--- src/rtl/mac_pkg.sv ---
package mac_pkg;
  typedef enum logic [2:0] {
    MAC_OP_MUL = 3'd0,
    MAC_OP_ADD = 3'd1,
    MAC_OP_SUB = 3'd2,
    MAC_OP_SQR = 3'd3,
    MAC_OP_CLR = 3'd4
  } mac_op_e;
endpackage

--- src/rtl/mac_mult.sv ---
module mac_mult #(
  parameter int W = 16,
  localparam int P = 2 * W + 2
) (
  input  logic                x_i,
  input  logic [W-1:0]        a_i,
  input  logic [W-1:0]        b_i,
  input  logic                a_signed_i,
  input  logic                b_signed_i,
  input  logic                sqr_i,
  output logic signed [P-1:0] prod_o
);
  logic [W-1:0]        b_sel;
  logic                b_sgn;
  logic signed [P-1:0] a_ext, b_ext, raw;

  // square reuses operand A and its sign select for both factors
  assign b_sel = sqr_i ? a_i : b_i;
  assign b_sgn = sqr_i ? a_signed_i : b_signed_i;
  assign a_ext = {{(W+2){a_signed_i & a_i[W-1]}}, a_i};
  assign b_ext = {{(W+2){b_sgn & b_sel[W-1]}}, b_sel};
  assign raw   = a_ext * b_ext;
  // fractional alignment for signed x signed
  assign prod_o = (a_signed_i & b_sgn) ? (raw <<< 1) : raw;

  logic unused;
  assign unused = x_i;
endmodule

--- src/rtl/mac_accum.sv ---
module mac_accum
  import mac_pkg::*;
#(
  parameter int W = 16,
  parameter int A = 40,
  localparam int P = 2 * W + 2
) (
  input  mac_op_e             op_i,
  input  logic [A-1:0]        acc_i,
  input  logic signed [P-1:0] prod_i,
  output logic [A-1:0]        sum_o
);
  logic [A-1:0] ext;
  assign ext = {{(A-P){prod_i[P-1]}}, prod_i};

  always_comb begin
    unique case (op_i)
      MAC_OP_ADD: sum_o = acc_i + ext;
      MAC_OP_SUB: sum_o = acc_i - ext;
      default:    sum_o = ext;
    endcase
  end
endmodule

--- src/rtl/mac_round.sv ---
module mac_round #(
  parameter int W = 16,
  parameter int A = 40
) (
  input  logic [A-1:0] val_i,
  input  logic         en_i,
  input  logic         bias_i,
  output logic [A-1:0] val_o
);
  localparam logic [A-1:0] HALF = {{(A-W){1'b0}}, 1'b1, {(W-1){1'b0}}};

  logic         tie;
  logic [A-1:0] bumped;

  assign tie = (val_i[W-1:0] == HALF[W-1:0]);

  always_comb begin
    bumped = val_i + HALF;
    if (!bias_i && tie) bumped[W] = 1'b0;
    val_o = en_i ? bumped : val_i;
  end
endmodule

--- src/rtl/mac_unit.sv ---
module mac_unit
  import mac_pkg::*;
#(
  parameter int OP_W  = 16,
  parameter int ACC_W = 40,
  localparam int GRD_W = ACC_W - 2 * OP_W,
  localparam int PRD_W = 2 * OP_W + 2
) (
  input  logic             clk_i,
  input  logic             rst_ni,
  input  logic             valid_i,
  input  logic [2:0]       op_i,
  input  logic [OP_W-1:0]  x_i,
  input  logic [OP_W-1:0]  y_i,
  input  logic             x_signed_i,
  input  logic             y_signed_i,
  input  logic             round_en_i,
  input  logic             round_bias_i,
  output logic [GRD_W-1:0] res_ovf_o,
  output logic [OP_W-1:0]  res_hi_o,
  output logic [OP_W-1:0]  res_lo_o,
  output logic             ovf_o
);
  mac_op_e                 op;
  logic [ACC_W-1:0]        acc_q, sum, rnd;
  logic signed [PRD_W-1:0] prod;

  assign op = mac_op_e'(op_i);

  mac_mult #(.W(OP_W)) u_mult (
    .x_i       (1'b0),
    .a_i       (x_i),
    .b_i       (y_i),
    .a_signed_i(x_signed_i),
    .b_signed_i(y_signed_i),
    .sqr_i     (op == MAC_OP_SQR),
    .prod_o    (prod)
  );

  mac_accum #(.W(OP_W), .A(ACC_W)) u_accum (
    .op_i  (op),
    .acc_i (acc_q),
    .prod_i(prod),
    .sum_o (sum)
  );

  mac_round #(.W(OP_W), .A(ACC_W)) u_round (
    .val_i (sum),
    .en_i  (round_en_i),
    .bias_i(round_bias_i),
    .val_o (rnd)
  );

  always_ff @(posedge clk_i or negedge rst_ni) begin
    if (!rst_ni) begin
      acc_q <= '0;
    end else if (valid_i) begin
      case (op)
        MAC_OP_CLR:                                     acc_q <= '0;
        MAC_OP_MUL, MAC_OP_ADD, MAC_OP_SUB, MAC_OP_SQR: acc_q <= rnd;
        default:                                        acc_q <= acc_q;
      endcase
    end
  end

  assign res_ovf_o = acc_q[ACC_W-1 -: GRD_W];
  assign res_hi_o  = acc_q[2*OP_W-1 -: OP_W];
  assign res_lo_o  = acc_q[OP_W-1:0];
  // guard bits plus the sign of the upper field must all agree
  assign ovf_o = !((&acc_q[ACC_W-1:2*OP_W-1]) || !(|acc_q[ACC_W-1:2*OP_W-1]));
endmodule

--- config.mk ---
export PLATFORM = sky130hd
export DESIGN_NAME = mac_unit
export DESIGN_NICKNAME = d
export VERILOG_FILES = /design/src/rtl/mac_pkg.sv /design/src/rtl/mac_mult.sv /design/src/rtl/mac_accum.sv /design/src/rtl/mac_round.sv /design/src/rtl/mac_unit.sv
export SDC_FILE = /design/constraint.sdc
export NUM_CORES = 1
export LEC_CHECK = 0
export BUFFER_PORTS_ARGS = -buffer_cell sky130_fd_sc_hd__buf_2
export CORE_ASPECT_RATIO = 1.2
export CORE_MARGIN = 2
export CORE_UTILIZATION = 40
export DETAILED_ROUTE_END_ITERATION = 10
export GPL_TIMING_DRIVEN = 0
export SETUP_SLACK_MARGIN = 0.02
export SLEW_MARGIN = 20
export SYNTH_ARGS = -nofsm -noshare
export SYNTH_HDL_FRONTEND = slang
export SYNTH_SLANG_ARGS = --single-unit
--- constraint.sdc ---
create_clock -name clk_i -period 7.1 [get_ports clk_i]
set_clock_uncertainty 0.2 [all_clocks]
set_input_delay 0.71 -clock clk_i [delete_from_list [all_inputs] [get_ports clk_i]]
set_output_delay 0.71 -clock clk_i [all_outputs]
set_load 0.02 [all_outputs]
* After elaboration in Yosys (flattened, before gate mapping)
Cells that the tools add are included.
** Cells by class
- Muxes and demuxes :: 7
- Eq/ne operators :: 5
- Reduce and logical (&&, ||, !) cells :: 11
- Bitwise logic cells :: 3
- Divide/modulo/power cells :: 0
- Multiply operators :: 1
- $lt $le $gt $ge :: 0
- Shifts and indexed selects :: 0
- $add $sub $neg :: 3
** Operators with widths (number)
- 40-bit case mux with 2 select lines :: 2
- 40-bit by 16-bit adder with 40-bit output, second input constant :: 1
- 40-bit adder :: 1
- 40-bit two-way mux :: 1
- 40-bit subtractor :: 1
- 17-bit by 17-bit multiplier with 34-bit output :: 1
- 34-bit two-way mux :: 1
- 16-bit equality test, second input constant :: 1
- 16-bit two-way mux :: 1
- 9-bit AND reduction :: 1
- 9-bit OR reduction :: 1
- 3-bit by 2-bit equality test with 1-bit output, second input constant :: 2
- 4-bit OR reduction :: 1
- 1-bit AND :: 3
- 3-bit by 1-bit equality test with 1-bit output, second input constant :: 1
- 3-bit equality test, second input constant :: 1
- 1-bit logical NOT :: 3
- 3-bit logical NOT :: 1
- 1-bit two-way mux :: 2
- 2-bit AND reduction :: 1
- 2-bit nonzero test :: 1
- 1-bit logical AND :: 1
- 1-bit logical OR :: 1
** Word-level totals
- Bits in registers :: 40
- Bits in read-only memories :: 0
- Bits in latches :: 0
- Memory bits (writable) :: 0
- Memories :: 0

* Logic depth before layout (Yosys ltp)
Gate-level depths: netlist of the first run.
- Depth in word-level cells :: 12
- Mapped depth :: 49
- Gate-level depth less buffers :: 44

* Hierarchy
Synthesis of the first run repeated with hierarchy kept, for this count alone.
** Unflattened totals
- Cells, all modules :: 2037
- Area, all modules :: 17159.0 µm²
** By module, submodules not included
- mac_mult :: area an instance 11583.6 µm², sequential area each 0.0 µm², times used 1, cells an instance 1318
- mac_accum :: area an instance 3413.3 µm², sequential area each 0.0 µm², times used 1, cells an instance 524
- mac_unit :: area an instance 1502.7 µm², sequential area each 1001.0 µm², times used 1, cells an instance 102
- mac_round :: area an instance 659.4 µm², sequential area each 0.0 µm², times used 1, cells an instance 93

* Least setup slack after synthesis of the first run
No wires, ideal clock.
- Path type :: input to register
- Start point :: in op_i[1]
- End point :: reg acc_q[37]
- Path buffers :: 7
- Required time :: 6.770 ns
- Library setup time :: 0.130 ns
- Cell stages on the path :: 46
- Arrival time :: 11.234 ns
- Slack :: -4.464 ns
- Cells stage by stage :: clkbuf_1 -> and3b_1 -> clkbuf_1 -> clkbuf_1 -> clkbuf_1 -> nand2_1 -> nand2_1 -> clkbuf_1 -> nand2_1 -> fa_1 -> inv_1 -> fa_1 -> inv_1 -> fa_1 -> inv_1 -> fa_1 -> fa_1 -> inv_1 -> (+10 left out) -> nand2_1 -> a21oi_1 -> a21oi_1 -> o221a_2 -> ha_1 -> a21oi_1 -> o21ai_0 -> nand3_1 -> a31oi_1 -> o21ai_0 -> o311ai_1 -> xnor2_1 -> mux2_4 -> or4_4 -> buf_6 -> nor4b_4 -> xnor2_1 -> o21ai_1
** On the way
- Longest elaborated chain between the ends :: 10
** Ends and longest elaborated chain
- start, declared :: RTL line mac_unit.sv:12 : input logic [2:0] op_i,
- 3-bit by 2-bit equality test with 1-bit output :: RTL line mac_unit.sv:36, mac_unit.sv:58
- 1-bit two-way mux or 16-bit two-way mux (tied branches) :: RTL line mac_mult.sv:19, mac_mult.sv:18
- 1-bit AND :: RTL line mac_mult.sv:21 : assign b_ext = {{(W+2){b_sgn & b_sel[W-1]}}, b_sel};
- 17-bit by 17-bit multiplier with 34-bit output :: RTL line mac_mult.sv:22 : assign raw = a_ext * b_ext;
- 34-bit two-way mux :: RTL line mac_mult.sv:24 : assign prod_o = (a_signed_i & b_sgn) ? (raw <<< 1) : raw;
- 40-bit subtractor or 40-bit adder (tied branches) :: RTL line mac_accum.sv:19, mac_accum.sv:18
- 40-bit case mux with 2 select lines :: RTL line mac_accum.sv:17 : unique case (op_i)
- 40-bit by 16-bit adder with 40-bit output :: RTL line mac_round.sv:18 : bumped = val_i + HALF;
- 40-bit two-way mux :: RTL line mac_round.sv:20 : val_o = en_i ? bumped : val_i;
- 40-bit case mux with 2 select lines :: RTL line mac_unit.sv:58 : case (op)
- end signal, assigned :: RTL line mac_unit.sv:60 : MAC_OP_MUL, MAC_OP_ADD, MAC_OP_SUB, MAC_OP_SQR: acc_q <= rnd;
- end signal, assigned :: RTL line mac_unit.sv:61 : default: acc_q <= acc_q;
- end, declared :: RTL line mac_unit.sv:25 : logic [ACC_W-1:0] acc_q, sum, rnd;
Several ways; a longest one is shown, not always the timed one.
A chain may end at the register's enable or synchronous reset.

* Worst setup path after layout of the first run
- Start point :: in op_i[2]
- End point :: reg acc_q[39]
Same word-level chain as after synthesis.

==> results.ini, run 1 <==
[run_status]
status=finished with violations
violations=setup timing

[routing]
vias=17600
finalWirelength_mm=63.3
wl_per_cell_um=19.9
detail_route.iter0.violations=1034
drtAntennaViolNets=0
dr.pass1.iters=7
drc=0
via_per_inst=5.53

[finish]
stdcell_count=3173
final_cell_mix=inv_1 (298), nand2_1 (292), fa_1 (284)
layout_commonest_cell=inv_1
final_layout_size_suffix_gt1_frac=0.259
top_register=acc_q
largest_reg_flops=40
fin_nets=3021
area_growth_syn_to_layout_pct=29.0
antenna_cells=0
reg_top3=acc_q (40)
final_core_util=0.519

[hold_path]
hold_path_class=reg2reg
hold_start=acc_q[9]$_DFFE_PN0P_
hold_depth=2
whs_endpoint=acc_q[9]$_DFFE_PN0P_

[logic_synthesis]
synth_area_um2=18400
synthSimpleGateAreaFrac=0.208
ys_warn_count=0
synth_compound_area_frac=0.175
synth_seq_cells=40
synthXorXnorAreaFrac=0.0464
ys.flop_type=dfrtp_1
synth_top_family_by_area=adder cells
syn_avg_cell_area_um2=8.08
syn_nets=2743
synth_cells=2278
synth_edf_count=0
synth.area.mux_share=0.0177
synth_fa_ha_area_frac=0.409
synth-seq-area-share=0.0544
synthArstFlopShare=1.00
synth_cell_types=99

[critical_path]
end_kind=flop
r2r_slack_ps=2420
cpPeakStageDelay_ps=610
cp_max_fo=7
reg2reg_depth=19
r2r-end=acc_q[37]$_DFFE_PN0P_
slowest_stage=fa_1
worstSetupStartpointType=primary input
arrival_ps=11080
critical_path_required_ps=7060
cp_common_cell=fa_1
regToRegStartpoint=acc_q[1]$_DFFE_PN0P_
crit_type=in2reg

[floorplanning]
ioPinCount=83
start_util=0.402
fp.dieH_um=239
rows=86
core-area_um2=45700
dieArea_um2=47700
die_w_um=200

[global_routing]
grt_overflow_total=0
grt_max_degree=41
grt_usage=0.269
antenna_found_initial=0
grt_pass1_wl_mm=100
grt_pass1_vias=18200

[sta]
drv_slew=0
max_slew_margin=0.370
grt_setup_unrepaired=yes
final.setup.tns_ps=-90260
period_share=1.57
fmax_mhz=90.0
worst-slew-pin-transition_ps=945
holdWs_ps=334
hold_viol=0
fin_ws_ps=-4020
fin_crit_ps=11120
setup_viol=32

[clock_tree]
path_clk_slew_ps=60
ctsRootBufferMaster=clkbuf_16
cts_sinks=40
numCtsBuffers=5
cts_buffer_depth=2
worstSkewPairLatency_ps=300
htree_levels=2
cts_tree=yes

[job]
maxCapViolCount=0

[placed_design]
io_buffer_count=75
placed_cells=2969
hpwlAfterDp_mm=49.8
place_congestion=0.902

## cells in the mapped netlist, types with 42 or more instances
library cell	n	area, um^2
a21oi_1	101	505
nor2b_1	60	375
xnor2_1	53	464
nor2_1	108	405
nand2_1	329	1230
clkbuf_1	91	342
nand3_1	42	210
and2_1	76	475
ha_1	126	1580
o21ai_0	120	601
fa_1	297	5950
inv_1	320	1200
## final cells by class
| type | instances | area [um^2] |
|---|---|---|
| Timing Repair Buffer | 278 | 2110 |
| Fill cell | 4349 | 22000 |
| Sequential cell | 40 | 1000 |
| Clock buffer | 6 | 129 |
| Tap cell | 616 | 771 |
| Clock inverter | 2 | 35.0 |
| Multi-Input combinational cell | 1808 | 17700 |
| Buffer | 103 | 795 |
| Inverter | 320 | 1200 |
## stage by stage
step	setup WS, ps	area (um^2)
2_1_floorplan	-3420	18900
3_3_place_gp	-5880	20100
3_5_place_dp	-5890	20100
4_1_cts	-3940	22400
5_1_grt	-4310	23700
6_report	-4020	23700
## critical path, delay by kind of cell
kind / cells / cell delay (ps)
fa+ha+maj: 8 / 3720
simple gates: 15 / 2760
compound gates: 10 / 2020
buf+inv: 10 / 1250
mux: 1 / 330
xor+xnor: 1 / 250
## timing repair
item / 4_1_cts / 5_1_grt
setup buffers: 124 / 78
resized for setup: 237 / 205
endpoints found under the setup margin: 34 / 33
cloned: 1 / 3
hold buffers: 0 / 0
pin swaps: 109 / 88
## cell families after synthesis
| family | count (synthesis) |
|---|---|
| XOR/XNOR | 95 |
| flip-flops | 40 |
| AND/OR/NAND/NOR | 783 |
| adder cells (fa/ha/maj) | 423 |
| AO/OA/AOI/OAI | 476 |
| buffers and inverters | 430 |
| multiplexers | 31 |
## worst max-delay path by stage
stage | startpoint | to | slack (ps) | cells after the start
after CTS | op_i[0] | acc_q[36]$_DFFE_PN0P_ | -3940 | 49
after global placement | op_i[2] | acc_q[39]$_DFFE_PN0P_ | -5880 | 41
final | op_i[2] | acc_q[39]$_DFFE_PN0P_ | -4020 | 45
after detailed placement | op_i[2] | acc_q[39]$_DFFE_PN0P_ | -5890 | 43
after global routing | op_i[1] | acc_q[37]$_DFFE_PN0P_ | -4310 | 47
after floorplan | op_i[1] | acc_q[37]$_DFFE_PN0P_ | -3420 | 45
## metal layers
metal	vias up	GRT usage	wire, um
met2	547	0.457	31200
met1	8722	0.346	26500
met4	0	0.125	3020
met3	168	0.0216	2610
met5	-	0	0
li1	8117	-	-
Power of run 1 is not shown: default switching activity piles up to over one toggle a cycle in this logic, so the estimate is an artifact.
==> run 2: changes to the inputs <==
==> constraint.sdc (replaced) <==
create_clock -name clk_i -period 7.1 [get_ports clk_i]
set_clock_uncertainty 0.2 [all_clocks]
set_input_delay 0.355 -clock clk_i [delete_from_list [all_inputs] [get_ports clk_i]]
set_output_delay 0.355 -clock clk_i [all_outputs]
set_load 0.02 [all_outputs]
==> run 2 against run 1 <==
- the flow finishes with violations (hold timing, setup timing)
- cell count down 0.72%
- wire length down 0.61%
- die area stayed put
- final area is 0.63% lower
- worst hold slack got worse by 340 ps
- critical path depth up 1
- fmax grew 3.8%
- sequential cell count did not move
- worst setup slack improved by 410 ps
==> results.ini, run 2 (same netlist as run 1, synthesis figures left out) <==
[critical_path]
cp_common_cell=fa_1
cp-startpoint=op_i[0]
worstSetupStartpointType=primary input
r2r-end=acc_q[37]$_DFFE_PN0P_
cpPeakStageDelay_ps=570  ; -40 ps
arrival_ps=10660  ; -420 ps
r2r_slack_ps=2370  ; -50 ps
cp-endpoint=acc_q[37]$_DFFE_PN0P_
end_kind=flop
critical_path_required_ps=7060  ; about the same
cp_max_fo=8  ; +1
reg2reg_depth=15  ; -4
slowest_stage=fa_1
regToRegStartpoint=acc_q[1]$_DFFE_PN0P_
crit_type=in2reg

[sta]
max_slew_margin=0.380  ; +0.00952
fmax_mhz=93.4  ; +3.8%
setup_viol=32  ; unchanged
period_share=1.51  ; -0.0580
drv_slew=0  ; unchanged
final.setup.tns_ps=-78140  ; +12,120 ps
worst-slew-pin-transition_ps=931  ; -14.3 ps
holdWs_ps=-5.73  ; -339 ps
grt_setup_unrepaired=yes
fin_ws_ps=-3600  ; +412 ps
hold_viol=7  ; +7
fin_crit_ps=10700  ; -412 ps

[run_status]
violations=hold timing, setup timing
status=finished with violations

[clock_tree]
cts_buffer_depth=2  ; unchanged
holdBufCountCts=0  ; unchanged
path_clk_slew_ps=60  ; about the same
numCtsBuffers=5  ; unchanged
htree_levels=2  ; unchanged
cts_sinks=40  ; unchanged
cts_tree=yes
ctsRootBufferMaster=clkbuf_16
worstSkewPairLatency_ps=290  ; about the same

[finish]
fin_area_um2=23600  ; -0.63%
final_cell_mix=inv_1 (303), nand2_1 (290), fa_1 (287)
top_register=acc_q
final_core_util=0.516  ; -0.00326
final_layout_size_suffix_gt1_frac=0.256  ; -0.00307
reg_top3=acc_q (40)
fin_nets=2998  ; -0.76%
layout_commonest_cell=inv_1
fill_cells=4285  ; -1.5%
stdcell_count=3150  ; -0.72%
largest_reg_flops=40  ; unchanged
area_growth_syn_to_layout_pct=28.1

[global_routing]
grt_usage=0.269  ; +0.000417
grt_pass1_wl_mm=100  ; about the same
grt_pass1_vias=18100  ; -0.76%
grt_overflow_total=0  ; unchanged
antenna_found_initial=0  ; unchanged
grt_max_degree=41  ; unchanged

[floorplanning]
start_util=0.402  ; unchanged
dieArea_um2=47700  ; unchanged
fp.dieH_um=239  ; unchanged
core-area_um2=45700  ; unchanged
rows=86  ; unchanged
die_w_um=200  ; unchanged
ioPinCount=83  ; unchanged

[placed_design]
hpwlAfterDp_mm=49.4  ; -0.92%
place_congestion=0.916  ; +1.6%
place_area_um2=20000  ; -0.25%
io_buffer_count=75  ; unchanged
placed_cells=2969  ; unchanged

[routing]
drc=0  ; unchanged
wl_met2_mm=30.4  ; -2.5%
highest_layer=met4
wl_per_cell_um=20.0  ; +0.12%
finalWirelength_mm=62.9  ; -0.61%
dr_wl_met3_mm=3.02  ; +16%
detail_route.iter0.violations=1085  ; +4.9%
dr.pass1.iters=7  ; unchanged
met1Wirelength_mm=26.3  ; -0.65%
vias=17600  ; +0.063%
drtAntennaViolNets=0  ; unchanged
via_per_inst=5.58  ; +0.79%

[job]
maxCapViolCount=0  ; unchanged

[hold_path]
hold_path_class=in2async

==> run 2: changes by cell type in the layout (fill, tap and decap cells not counted), sizes merged <==
cell,before,now
clkbuf,84,85
diode,0,1
bufinv,1,2
buf,303,278
clkinv,1,0
==> run 2: through the flow <==
| step | hold WS (ps) | setup WS, ps |
|---|---|---|
| after floorplan | -141 | -3060 |
| after global placement | 309 | -5540 |
| after detailed placement | 306 | -5500 |
| after CTS | 23.4 | -3520 |
| after global routing | 53.8 | -3920 |
| final | -5.73 | -3600 |
==> run 2: worst max-delay path, delay by kind of cell <==
| kind | cells | cell delay, ps |
|---|---|---|
| adders and majority gates | 8 | 3650 |
| and+or+nand+nor | 16 | 3560 |
| buffers and inverters | 12 | 1440 |
| AOI/OAI and AO/OA | 7 | 1210 |
| xor gates and xnor gates | 3 | 430 |
==> run 2: worst min path at each step <==
stage                     slack (ps)               endpoint  cells after the start
final                             -6   acc_q[1]$_DFFE_PN0P_                      1
after global routing              50   acc_q[1]$_DFFE_PN0P_                      1
after CTS                         20   acc_q[1]$_DFFE_PN0P_                      1
after detailed placement         310   acc_q[9]$_DFFE_PN0P_                      2
after global placement           310  acc_q[12]$_DFFE_PN0P_                      2
after floorplan                 -140   acc_q[0]$_DFFE_PN0P_                      0
==> run 2: timing repair <==
item	in CTS	in global routing
buffers inserted	129	53
setup endpoints to repair	33	33
pin swaps	116	77
gates cloned	3	0
gates resized for setup	274	182
==> run 2: routing by layer <==
layer	vias to the layer above	GRT usage
met1	8642	0.351
met4	0	0.118
met2	658	0.457
met5	-	0
met3	186	0.0196
li1	8079	-
==> run 2: cell type report <==
class                           instances  area (um^2)  area share
Multi-Input combinational cell       1808        17700       0.753
Timing Repair Buffer                  258         1920      0.0813
Inverter                              320         1200      0.0511
Sequential cell                        40         1000      0.0424
Tap cell                              616          771      0.0327
Buffer                                100          751      0.0318
Clock buffer                            5          125     0.00531
Clock inverter                          2         60.1     0.00255
Antenna cell                            1         2.50    0.000106
Power of run 2 is left out for the same reason.
